<file path="config.mk">
export PLATFORM = sky130hd
export DESIGN_NAME = regbuf_top
export DESIGN_NICKNAME = d
export VERILOG_FILES = /design/src/rtl/regbuf_pkg.sv /design/src/rtl/regbuf_lane_sel.sv /design/src/rtl/regbuf_gated_reg.sv /design/src/rtl/regbuf_side_reg.sv /design/src/rtl/regbuf_fanout.sv /design/src/rtl/regbuf_top.sv
export SDC_FILE = /design/constraint.sdc
export NUM_CORES = 1
export LEC_CHECK = 0
export BUFFER_PORTS_ARGS = -buffer_cell sky130_fd_sc_hd__clkbuf_2
export CAP_MARGIN = 40
export CORE_MARGIN = 3
export CORE_UTILIZATION = 51
export CTS_CLUSTER_DIAMETER = 60
export CTS_CLUSTER_SIZE = 20
export DETAILED_ROUTE_END_ITERATION = 8
export PLACE_DENSITY = 0.91
export SETUP_SLACK_MARGIN = 0.05
export SLEW_MARGIN = 40
export SYNTH_ARGS = -nofsm -noshare
export SYNTH_HDL_FRONTEND = slang
export SYNTH_HIERARCHICAL = 1
export SYNTH_SLANG_ARGS = --single-unit
export TNS_END_PERCENT = 100
</file>
<file path="constraint.sdc">
create_clock -name clk -period 1.4 [get_ports clk]
set_input_delay 0.14 -clock clk [delete_from_list [all_inputs] [get_ports clk]]
set_output_delay 0.14 -clock clk [all_outputs]
set_load 0.05 [all_outputs]
</file>
<file path="src/rtl/regbuf_pkg.sv">
package regbuf_pkg;

  typedef enum logic {
    LAYOUT_FLAT = 1'b0,
    LAYOUT_DUP  = 1'b1
  } layout_e;

  typedef struct packed {
    logic cke;
    logic odt;
    logic sel_a;
    logic sel_b;
  } side_t;

endpackage

</file>
<file path="src/rtl/regbuf_lane_sel.sv">
module regbuf_lane_sel
  import regbuf_pkg::*;
#(
  parameter int WIDE_W   = 25,
  parameter int NARROW_W = 14
) (
  input  logic [WIDE_W-1:0] d_i,
  input  layout_e           layout_i,
  input  logic              pair_hi_i,
  output logic [WIDE_W-1:0] lane_o
);

  localparam int SHIFT = WIDE_W - NARROW_W;
  localparam logic [WIDE_W-1:0] LOW_MASK = {{SHIFT{1'b0}}, {NARROW_W{1'b1}}};

  // Flat layout passes every lane; duplicated layout takes one
  // NARROW_W-wide half of the bus and zero-fills the rest.
  function automatic logic [WIDE_W-1:0] pick_lanes(
    input logic [WIDE_W-1:0] d,
    input layout_e           lay,
    input logic              hi
  );
    logic [WIDE_W-1:0] aligned;
    aligned = hi ? (d >> SHIFT) : d;
    return (lay == LAYOUT_DUP) ? (aligned & LOW_MASK) : d;
  endfunction

  assign lane_o = pick_lanes(d_i, layout_i, pair_hi_i);

endmodule

</file>
<file path="src/rtl/regbuf_gated_reg.sv">
module regbuf_gated_reg #(
  parameter int W = 25
) (
  input  logic         clk,
  input  logic         rst_n,
  input  logic         hold_i,
  input  logic [W-1:0] d_i,
  output logic [W-1:0] q_o
);

  for (genvar i = 0; i < W; i++) begin : g_bit
    always_ff @(posedge clk or negedge rst_n) begin
      if (!rst_n)       q_o[i] <= 1'b0;
      else if (!hold_i) q_o[i] <= d_i[i];
    end
  end

  // a gated edge leaves the register untouched
  a_r6_hold_keeps: assert property (@(posedge clk) disable iff (!rst_n)
    hold_i |=> $stable(q_o));

  // an open edge loads the presented lanes
  a_r7_open_loads: assert property (@(posedge clk) disable iff (!rst_n)
    !hold_i |=> (q_o == $past(d_i)));

endmodule

</file>
<file path="src/rtl/regbuf_side_reg.sv">
module regbuf_side_reg
  import regbuf_pkg::*;
(
  input  logic  clk,
  input  logic  rst_n,
  input  side_t side_i,
  output side_t side_o
);

  always_ff @(posedge clk or negedge rst_n) begin
    if (!rst_n) side_o <= '0;
    else        side_o <= side_i;
  end

  // side lines follow their inputs with no gating
  a_r9_side_follow: assert property (@(posedge clk) disable iff (!rst_n)
    $past(rst_n) |-> (side_o == $past(side_i)));

endmodule

</file>
<file path="src/rtl/regbuf_fanout.sv">
module regbuf_fanout
  import regbuf_pkg::*;
#(
  parameter int WIDE_W   = 25,
  parameter int NARROW_W = 14
) (
  input  logic [WIDE_W-1:0]   core_i,
  input  layout_e             layout_i,
  output logic [WIDE_W-1:0]   q_a_o,
  output logic [NARROW_W-1:0] q_b_o
);

  logic dup;
  assign dup = (layout_i == LAYOUT_DUP);

  for (genvar i = 0; i < WIDE_W; i++) begin : g_bank_a
    if (i < NARROW_W) begin : g_shared
      assign q_a_o[i] = core_i[i];
    end else begin : g_flat_only
      assign q_a_o[i] = dup ? 1'b0 : core_i[i];
    end
  end

  for (genvar i = 0; i < NARROW_W; i++) begin : g_bank_b
    assign q_b_o[i] = dup ? core_i[i] : 1'b0;
  end

endmodule

</file>
<file path="src/rtl/regbuf_top.sv">
module regbuf_top
  import regbuf_pkg::*;
#(
  parameter int WIDE_W   = 25,
  parameter int NARROW_W = 14
) (
  input  logic                clk,
  input  logic                rst_n,
  input  logic                layout_dup_i,
  input  logic                pair_hi_i,
  input  logic [WIDE_W-1:0]   d_i,
  input  logic                sel_a_i,
  input  logic                sel_b_i,
  input  logic                cke_i,
  input  logic                odt_i,
  output logic [WIDE_W-1:0]   q_a_o,
  output logic [NARROW_W-1:0] q_b_o,
  output logic                cke_q_o,
  output logic                odt_q_o,
  output logic                sel_a_q_o,
  output logic                sel_b_q_o
);

  localparam int EXTRA_W = WIDE_W - NARROW_W;

  layout_e           layout;
  logic              hold_evt;
  logic [WIDE_W-1:0] lane_sel;
  logic [WIDE_W-1:0] core_q;
  side_t             side_d;
  side_t             side_q;

  assign layout   = layout_e'(layout_dup_i);
  assign hold_evt = sel_a_i & sel_b_i;
  assign side_d   = '{cke: cke_i, odt: odt_i, sel_a: sel_a_i, sel_b: sel_b_i};

  regbuf_lane_sel #(.WIDE_W(WIDE_W), .NARROW_W(NARROW_W)) u_lane_sel (
    .d_i       (d_i),
    .layout_i  (layout),
    .pair_hi_i (pair_hi_i),
    .lane_o    (lane_sel)
  );

  regbuf_gated_reg #(.W(WIDE_W)) u_core (
    .clk    (clk),
    .rst_n  (rst_n),
    .hold_i (hold_evt),
    .d_i    (lane_sel),
    .q_o    (core_q)
  );

  regbuf_side_reg u_side (
    .clk    (clk),
    .rst_n  (rst_n),
    .side_i (side_d),
    .side_o (side_q)
  );

  regbuf_fanout #(.WIDE_W(WIDE_W), .NARROW_W(NARROW_W)) u_fanout (
    .core_i   (core_q),
    .layout_i (layout),
    .q_a_o    (q_a_o),
    .q_b_o    (q_b_o)
  );

  assign cke_q_o   = side_q.cke;
  assign odt_q_o   = side_q.odt;
  assign sel_a_q_o = side_q.sel_a;
  assign sel_b_q_o = side_q.sel_b;

  // bank B is silent in flat layout
  a_r2_b_quiet: assert property (@(posedge clk) disable iff (!rst_n)
    !layout_dup_i |-> (q_b_o == '0));

  // both banks agree in duplicated layout, flat-only lanes low
  a_r3_banks_match: assert property (@(posedge clk) disable iff (!rst_n)
    layout_dup_i |-> ((q_b_o == q_a_o[NARROW_W-1:0]) &&
                      (q_a_o[WIDE_W-1:NARROW_W] == {EXTRA_W{1'b0}})));

  // an edge seen in reset is followed by all-low outputs
  a_r5_reset_clears: assert property (@(posedge clk)
    !rst_n |=> ((q_a_o == '0) && (q_b_o == '0) &&
                ({cke_q_o, odt_q_o, sel_a_q_o, sel_b_q_o} == 4'b0)));

  // reset beats the gate
  a_r8_reset_over_gate: assert property (@(posedge clk)
    (!rst_n && hold_evt) |=> ((q_a_o == '0) && (q_b_o == '0)));

endmodule

</file>
==> metrics, run 1 <==
fin crit share=0.924; # fillers=249; # DRC=0; Reg2Reg Depth=1; Multi-input gate area=796 um2; PwrDens=1060 nW/um2; diode count=0; Skew-Pair Late Insertion Delay=0.32 ns; Hold EP=u_core/q_o[1]; vias in the first global route=1107; worst slew pin tran=0.362 ns; setup ws final=0.107 ns; peak supply drop=0.000536 V; Tmin final=1.29 ns; Crit. End Element=register; wire length per cell=14.2 um; core area=3130 um2; Cells after Synth=127; clk slew on worst S/H paths=0.10 ns; Worst R2R Start=u_core/q_o[3]; syn avg cell area=13.4 um2; Worst Skew=0 ns; synth unique cells=11; WS Path Type=in2reg; Crit-path slowest cell=dlygate4sd3_1; Final GP Congestion=0.722; io pins=76; YS warnings=6; postcts setup bufs=0; Hold Fails Final Rpt=0; Hold Crit Class=in2reg; CP max FO=12; post-DP HPWL=2420 um; achievable frequency=0.773 GHz; Arrival @ worst endpoint=1.50 ns; RSZ-0062 raised after global routing=false; largest net degree at the start of global routing=37; number of max-cap violations=0; CTS Buf Count=5; Slew HR=0.758; Port Buffer Count=75; global router's overall resource usage=0.176; Vert. Die Dim=63.8 um; CTS Sinks=29; total number of vias=1121; Via density=4.61; TNS Setup=0 ns; antenna viol nets, final=0; R2R Setup Slk=0.60 ns; storage element area=726 um2; static leakage=0.00115 uW; area grow syn2layout=25.0%; Final nets=231; Syn Std Cell Area=1710 um2; Mapped Nets=160; reg-to-reg endpoint=u_core/q_o[3]; worst hold start=d_i[1]; Die ar.=4080 um2; CP Data Required Time=1.61 ns; gr ovfl total=0; sequential area share after synthesis=0.425; root buffer cell=clkbuf_4; max-slew violations=0; WHS=0.165 ns; crit path launch type=input port; final wirelength=3440 um; cells along the critical path=dlygate4sd3_1 > clkbuf_2 > and2_2 > clkbuf_16 > mux2_4; drt first-iter violations=26; status=complete, no violations; Max Root-Sink Buffers=2; CTS HTree Levels=2; die width=63.8 um; ranking of synthesized cells by area=dfrtp_1, mux2_4, buf_4; dpl ws=0.163 ns; layout cell share with drive strength beyond 1=0.643; slowest cell delay on critical path=0.53 ns; first-pass GRT wire length=5400 um; initial antenna violation count=0; Rows=20; Initial Util=0.546; Pre-antenna DRT Iters=4; FF+latch count, synth=29; biggest area consumer among synthesized cells=dfrtp_1; post-synth top area share=0.425; CTS tree=yes; Final Setup Violations=0; Worst Hold Depth=3
-- logic make-up (layout without fill, tap and decap cells) --
| logic type | Yosys count | after routing | synth area share |
|---|---|---|---|
| AND/OR/NAND/NOR | 38 | 38 | 0.142 |
| buffers and inverters | 21 | 93 | 0.109 |
| multiplexers | 39 | 39 | 0.323 |
| flip-flops | 29 | 29 | 0.425 |
-- synth_stat cells, drive strengths merged --
library cell  instances
mux2                 39
dfrtp                29
and2b                 4
and2                 15
nor2b                18
buf                  20
clkbuf                1
nand2                 1
-- cell type report --
| class | instances | area share |
|---|---|---|
| tap | 44 | 0.0258 |
| clock inverter | 2 | 0.00469 |
| timing repair buffer | 85 | 0.237 |
| multi-input combinational | 77 | 0.373 |
| clock buffer | 6 | 0.0194 |
| sequential | 29 | 0.340 |
-- stage by stage --
stage                     std cells  instance area, um2  utilization  power (uW)
after floorplan                 127                1710            -        1650
after global placement          229                2010        0.641        1760
after detailed placement        229                2010        0.641        1780
after CTS                       242                2110        0.674        2270
after global routing            243                2130        0.682        2380
final                           243                2130        0.682        2250
-- registers in the layout, indices dropped and copies added (netlist names) --
signal,count
u_core/q_o,25
u_side/side_o,4
-- repair_timing --
action,4_1_cts,5_1_grt
hold buffers,5,0
hold endpoints to repair,33,0
gates resized for setup,0,4
setup endpoints to repair,0,8
-- report_power, final --
part / switching [uW] / leakage, uW / total, uW / internal [uW]
clock: 285 / 0.0000320 / 476 / 191
sequential: 48.7 / 0.000352 / 960 / 911
combinational: 519 / 0.000762 / 815 / 296
total: 853 / 0.00115 / 2250 / 1400
-- cell usage in the layout, fill, tap and decap left out --
master,synthesis,layout
mux2_4,30,30
mux2_2,9,9
buf_2,0,3
nor2b_1,18,18
clkbuf_2,0,72
clkinv_2,0,2
buf_4,16,2
and2_2,0,1
clkbuf_1,1,1
clkbuf_16,0,1
and2b_1,4,4
clkbuf_4,0,5
and2_1,15,14
dfrtp_1,29,29
dlygate4sd3_1,0,5
buf_12,2,2
nand2_2,1,1
-- routing by layer --
metal	vias up	track usage	part of all wire
li1	548	-	-
met4	0	0.0647	0.015
met2	42	0.299	0.51
met3	6	0.0580	0.060
met1	525	0.206	0.42
met5	-	0	0
-- worst max-delay path, delay by kind of cell --
family / cells / cell delay [ns]
simple gates: 1 / 0.23
mux: 1 / 0.30
buf+inv: 3 / 0.83
-- worst max path at each step --
stage | end | depth (start not counted) | startpoint | slack, ns
floorplan | q_a_o[14] | 1 | u_core/q_o[14] | 0.22
global placement | u_core/q_o[2] | 5 | layout_dup_i | 0.18
detailed placement | u_core/q_o[3] | 5 | layout_dup_i | 0.16
CTS | u_core/q_o[19] | 5 | sel_a_i | 0.09
global route | q_a_o[14] | 2 | u_core/q_o[14] | 0.05
finish | u_core/q_o[20] | 5 | sel_a_i | 0.11
(Power assumes the default switching activity.)
==> inputs of run 2 (changes only) <==
--- a/config.mk
+++ b/config.mk
@@ -5,14 +5,15 @@
 export SDC_FILE = /design/constraint.sdc
 export NUM_CORES = 1
 export LEC_CHECK = 0
+export ABC_AREA = 1
 export BUFFER_PORTS_ARGS = -buffer_cell sky130_fd_sc_hd__clkbuf_2
 export CAP_MARGIN = 40
 export CORE_MARGIN = 3
-export CORE_UTILIZATION = 51
+export CORE_UTILIZATION = 50
 export CTS_CLUSTER_DIAMETER = 60
 export CTS_CLUSTER_SIZE = 20
 export DETAILED_ROUTE_END_ITERATION = 8
-export PLACE_DENSITY = 0.91
+export PLACE_DENSITY = 0.89
 export SETUP_SLACK_MARGIN = 0.05
 export SLEW_MARGIN = 40
 export SYNTH_ARGS = -nofsm -noshare
==> run 2 against run 1 <==
  * Clock skew unchanged
  * Core utilization down 2.4 points
  * Routed wire length up 13%
  * Clock power up 22%
  * Worst setup slack better by 0.038 ns
  * Sequential cell count unchanged
  * Synthesized cell count up 96%
  * Critical path depth down 2
  * Fmax up 3.1%
  * Clock-buffer cell count up 1
  * Critical path type is now reg2out
  * Critical endpoint is now q_b_o[11]
==> metrics, run 2 <==
status=complete, no violations; Via density=4.49 (-2.7%); sequential area share after synthesis=0.427 (+0.00188); dominant synthesized flop cell=dfrtp_1; WS Path Type=reg2out; setup ws final=0.145 ns (+0.0383 ns); ranking of synthesized cells by area=dfrtp_1, nand2_1, inv_1; root buffer cell=clkbuf_4; achievable frequency=0.797 GHz (+3.1%); first-pass GRT wire length=6350 um (+18%); CTS Buf Count=5 (unchanged); biggest area consumer among synthesized cells=dfrtp_1; Syn Std Cell Area=1700 um2 (-0.44%); largest net degree at the start of global routing=52 (+41%); gr ovfl total=0 (unchanged); Pwr Total=2270 uW (+0.84%); CTS Sinks=29 (unchanged); CTS tree=yes; antenna viol nets, final=0 (unchanged); syn avg cell area=6.82 um2 (-49%); Crit path buffers/inverters=2 (-1); # DRC=0 (unchanged); number of synthesized flops with an enable pin=0 (unchanged); max FFs per register=25 (unchanged); Vert. Die Dim=64.3 um (+0.70%); Max Root-Sink Buffers=2 (unchanged); grt met3 use=0.0510 (-0.00703); io pins=76 (unchanged); diode count=0 (unchanged); Mapped Nets=282 (+76%); global route hottest layer=met2; Slew HR=0.758 (about the same); initial antenna violation count=0 (unchanged); CTS HTree Levels=2 (unchanged); # fillers=300 (+20%); global router's overall resource usage=0.196 (+0.0198); Die ar.=4130 um2 (+1.4%); max-slew violations=0 (unchanged); slowest cell delay on critical path=0.41 ns (-0.12 ns); xor and xnor area share after synthesis=0 (unchanged); Initial Util=0.539 (-0.00671); crit path launch type=register; Pre-antenna DRT Iters=4 (unchanged); largest family of logic cells by synthesized area=simple AND/OR/NAND/NOR gates; CTS resizes=0 (unchanged); most common cell in the netlist=nand2_1; RSZ-0062 raised after global routing=false; layout cell share with drive strength beyond 1=0.281 (-0.362); cells along the critical path=nand2_1 > inv_1 > clkbuf_2; die width=64.3 um (+0.70%); post-DP HPWL=2690 um (+11%); met1 Usage GRT=0.220 (+0.0140); number of max-cap violations=0 (unchanged); total number of vias=1603 (+43%); Post-Synth Adder-Cell Area=0 (unchanged); final wirelength=3880 um (+13%); CP max FO=3 (-9); Final GP Congestion=0.785 (+8.8%); Synth Area in Compound Gates=0 (unchanged); Port Buffer Count=75 (unchanged); Cells after Synth=249 (+96%); Worst Skew=0 ns (unchanged); core area=3150 um2 (+0.80%); Final nets=345 (+49%); Final Setup Violations=0 (unchanged); most frequent cells in the layout=nand2_1, clkbuf_2, inv_1; post-synth top area share=0.427 (+0.00188); post-synthesis simple-gate area fraction=0.354 (+0.212); Hold Fails Final Rpt=0 (unchanged); Crit. End Element=output port; Largest Register=u_core/q_o; static leakage=0.00139 uW (+21%); PwrDens=1090 nW/um2 (+3.6%); area grow syn2layout=22.2%; wire length per cell=10.9 um (-23%); delay-heaviest family, CP=flip-flops; vias in the first global route=1470 (+33%); drt first-iter violations=104 (+300%); most frequent cells after synthesis=nand2_1, inv_1, dfrtp_1, nor2_1, buf_4; dpl ws=0.318 ns (+0.156 ns); Rows=20 (unchanged); Crit-path slowest cell=dfrtp_1; postcts setup bufs=0 (unchanged); FF+latch count, synth=29 (unchanged); Tmin final=1.26 ns (-0.0383 ns); synth unique cells=10 (-1); Hold Crit Class=in2reg; final core area utilization=0.658 (-0.0237); Regs by FF count=u_core/q_o x25, u_side/side_o x4; met2 Track Usage GR=0.353 (+0.0537); YS warnings=6 (unchanged); post-synthesis mux area share=0 (-0.323); peak supply drop=0.000589 V (+9.9%); WHS=0.104 ns (-0.0606 ns); clk slew on worst S/H paths=0.10 ns (about the same); fin crit share=0.896 (-0.0274); Skew-Pair Late Insertion Delay=0.32 ns (about the same); TNS Setup=0 ns (unchanged); commonest non-fill, non-tap cell in the layout=nand2_1; worst slew pin tran=0.363 ns (+0.000682 ns); ys async rst share=1.00 (unchanged); CP Data Required Time=1.26 ns (-0.35 ns); Arrival @ worst endpoint=1.12 ns (-0.38 ns)
-- run 2: cell types whose count changed in the layout (fill, tap and decap cells not counted), moves of 9 or more --
cell,change
nor2_1,+22
and2_1,-14
inv_1,+37
nand3_1,+14
mux2_4,-30
mux2_2,-9
nor2b_1,-18
nand2_1,+118
-- run 2: routing by layer --
layer | wire length [um] | vias to the layer above | share of wire
li1 | - | 826 | -
met1 | 1540 | 717 | 0.40
met2 | 2060 | 51 | 0.53
met3 | 219 | 9 | 0.057
met4 | 60 | 0 | 0.015
met5 | 0 | - | 0
-- run 2: worst paths after layout --
path	from	end	slack (ns)	cells past startpoint
worst max register to register	u_core/q_o[11]	u_core/q_o[11]	0.75	2
max in group asynchronous	rst_n	u_core/q_o[24]	0.72	3
worst max-delay path	u_core/q_o[11]	q_b_o[11]	0.14	3
worst min-delay path	d_i[2]	u_core/q_o[2]	0.10	5
worst min register to register	u_core/q_o[16]	u_core/q_o[16]	0.48	2
min in group asynchronous	rst_n	u_core/q_o[18]	0.41	3
-- run 2: area by class of cell --
cell class | count | area [um2] | share of cell area
inverter | 38 | 148 | 0.0711
clock inverter | 1 | 5.00 | 0.00241
timing repair buffer | 83 | 475 | 0.229
sequential | 29 | 726 | 0.350
multi-input combinational | 155 | 602 | 0.290
clock buffer | 7 | 65.1 | 0.0313
tap | 44 | 55.1 | 0.0265
-- run 2: cells by family after synthesis --
| kind of cell | count (synthesis) |
|---|---|
| buf+inv | 65 |
| flops | 29 |
| simple gates | 155 |
-- run 2: worst min-delay path, delay by kind of cell --
| kind | cells | cell delay (ns) |
|---|---|---|
| buffers and inverters | 1 | 0.08 |
| AND/OR/NAND/NOR | 4 | 0.17 |
-- run 2: what timing repair did --
item	CTS	global route
hold endpoints to repair	33	0
hold buffers	5	0
endpoints found under the setup margin	0	0
-- run 2: power breakdown --
part           internal (uW)  switching [uW]
registers                908            47.8
clock network            291             289
logic                    182             553
total                   1380             890
-- run 2: through the flow --
| stage | area, um2 | instances |
|---|---|---|
| after CTS | 2080 | 357 |
| after global placement | 1960 | 344 |
| after detailed placement | 1960 | 344 |
| final | 2080 | 357 |
| after floorplan | 1700 | 249 |
| after global routing | 2080 | 357 |
==> inputs of run 3 (changes only) <==
--- a/config.mk
+++ b/config.mk
@@ -8,7 +8,6 @@
 export ABC_AREA = 1
 export BUFFER_PORTS_ARGS = -buffer_cell sky130_fd_sc_hd__clkbuf_2
 export CAP_MARGIN = 40
-export CORE_MARGIN = 3
 export CORE_UTILIZATION = 50
 export CTS_CLUSTER_DIAMETER = 60
 export CTS_CLUSTER_SIZE = 20
==> run 3 against run 2 <==
  * First-iteration DRC count decreased by 15%
  * Largest cell class unchanged
  * Register-to-register slack about the same
  * Routed wire length decreased by 5.7%
  * Highest routed layer unchanged
  * Clock skew unchanged
  * Die area decreased by 12%
  * Cell area decreased by 1.4%
==> metrics, run 3 (synthesized netlist as in run 2, its figures left out) <==
worst hold start=d_i[14]; gr ovfl total=0 (unchanged); sequential fraction of design power=0.436 (+0.015); first-pass GRT wire length=5860 um (-7.7%); Die ar.=3640 um2 (-12%); root buffer cell=clkbuf_4; max FFs per register=25 (unchanged); die width=60.3 um (-6.2%); area grow syn2layout=20.4%; Crit. End Element=output port; Final nets=345 (unchanged); CTS tree=yes; worst slew pin tran=0.712 ns (+0.349 ns); PwrDens=1070 nW/um2 (-1.9%); number of max-cap violations=0 (unchanged); Port Buffer Count=75 (unchanged); Max Root-Sink Buffers=2 (unchanged); drt first-iter violations=88 (-15%); CTS HTree Levels=2 (unchanged); RSZ-0062 raised after global routing=false; Sw Ratio=0.398 (+0.00590); Pwr Total=2200 uW (-3.3%); Comb power frac=0.330 (+0.006); Reg2Reg Depth=2 (unchanged); core area=3130 um2 (-0.79%); postcts setup bufs=0 (unchanged); most frequent cells in the layout=nand2_1, clkbuf_2, inv_1; CTS Sinks=29 (unchanged); Largest Register=u_core/q_o; io pins=76 (unchanged); # fillers=272 (-9.3%); Hold Fails Final Rpt=0 (unchanged); achievable frequency=0.785 GHz (-1.5%); layout cell share with drive strength beyond 1=0.276 (-0.00551); peak supply drop=0.000723 V (+23%); final core area utilization=0.654 (-0.00433); Slew HR=0.525 (-0.232); Tmin final=1.27 ns (+0.0196 ns); Skew-Pair Late Insertion Delay=0.32 ns (about the same); Initial Util=0.543 (+0.00431); Rows=20 (unchanged); Worst Skew=0 ns (unchanged); WS Path Type=reg2out; clk slew on worst S/H paths=0.09 ns (about the same); Pre-antenna DRT Iters=4 (unchanged); initial antenna violation count=0 (unchanged); fin crit share=0.910 (+0.0140); Worst R2R Start=u_core/q_o[8]; crit path launch type=register; Non-Filler Instances=356 (-0.28%); global router's overall resource usage=0.225 (+0.0290); # DRC=0 (unchanged); static leakage=0.00137 uW (-0.94%); Final GP Congestion=0.818 (+4.1%); R2R Setup Slk=0.76 ns (about the same); diode count=0 (unchanged); antenna viol nets, final=0 (unchanged); Regs by FF count=u_core/q_o x25, u_side/side_o x4; final wirelength=3660 um (-5.7%); Vert. Die Dim=60.3 um (-6.2%); net switching power=873 uW (-1.8%); CP Data Required Time=1.26 ns (about the same); CTS Buf Count=5 (unchanged); dpl cells=344 (unchanged); commonest non-fill, non-tap cell in the layout=nand2_1; Final Setup Violations=0 (unchanged); post-DP HPWL=2520 um (-6.5%); P_int=1320 uW (-4.2%); Worst Hold Depth=5 (unchanged); total number of vias=1581 (-1.4%); CP max FO=2 (-1); Arrival @ worst endpoint=1.13 ns (about the same); TNS Setup=0 ns (unchanged); wire length per cell=10.3 um (-5.4%); Via density=4.44 (-1.1%); status=complete, no violations; max-slew violations=0 (unchanged); vias in the first global route=1402 (-4.6%); Hold Crit Class=in2reg; clock power share=0.234 (-0.021); largest net degree at the start of global routing=52 (unchanged); reg-to-reg endpoint=u_core/q_o[8]; Hold EP=u_core/q_o[14]
run 3: worst max path at each step:
stage                        start             end  slack [ns]
global placement      layout_dup_i  u_core/q_o[10]        0.34
floorplan             layout_dup_i       q_a_o[14]        0.22
detailed placement    layout_dup_i   u_core/q_o[2]        0.32
global route         u_core/q_o[8]        q_b_o[8]        0.07
finish              u_core/q_o[14]       q_a_o[14]        0.13
CTS                 u_core/q_o[14]       q_a_o[14]        0.11
run 3: cell type report:
cell class | count | area, um2 | share of cell area
clock buffer | 7 | 55.1 | 0.0269
inverter | 38 | 148 | 0.0722
multi-input combinational | 155 | 602 | 0.294
sequential | 29 | 726 | 0.355
tap | 44 | 55.1 | 0.0269
timing repair buffer | 83 | 460 | 0.225
run 3: timing repair:
| item | in CTS | in global routing |
|---|---|---|
| hold buffers | 5 | 0 |
| endpoints found under the setup margin | 0 | 1 |
| gates resized for setup | 0 | 1 |
| hold endpoints to repair | 33 | 0 |
run 3: per-layer routing:
| layer | vias to the layer above | part of all wire | GRT usage |
|---|---|---|---|
| met1 | 681 | 0.45 | 0.272 |
| met3 | 8 | 0.066 | 0.0758 |
| met5 | - | 0 | 0 |
| met4 | 0 | 0.019 | 0.113 |
| li1 | 828 | - | - |
| met2 | 64 | 0.47 | 0.355 |
run 3: power by group through the flow:
stage | Combinational (uW) | Sequential (uW) | Clock, uW
after global routing | 787 | 966 | 557
after CTS | 729 | 956 | 519
after floorplan | 590 | 982 | 0
final | 726 | 957 | 513
after global placement | 709 | 970 | 0
after detailed placement | 716 | 972 | 0
run 3: critical path: stages (launching register included):
cell	delay, ns
dfrtp_1	0.36
inv_1	0.04
nor2_1	0.11
clkbuf_2	0.29
run 3: per-stage QoR:
stage / instance area (um2) / worst slack, ns / hold WS [ns]
after floorplan: 1700 / 0.220 / -0.156
after global placement: 1940 / 0.338 / 0.217
after detailed placement: 1940 / 0.318 / 0.222
after CTS: 2050 / 0.112 / 0.0960
after global routing: 2050 / 0.0668 / 0.103
final: 2050 / 0.125 / 0.0939
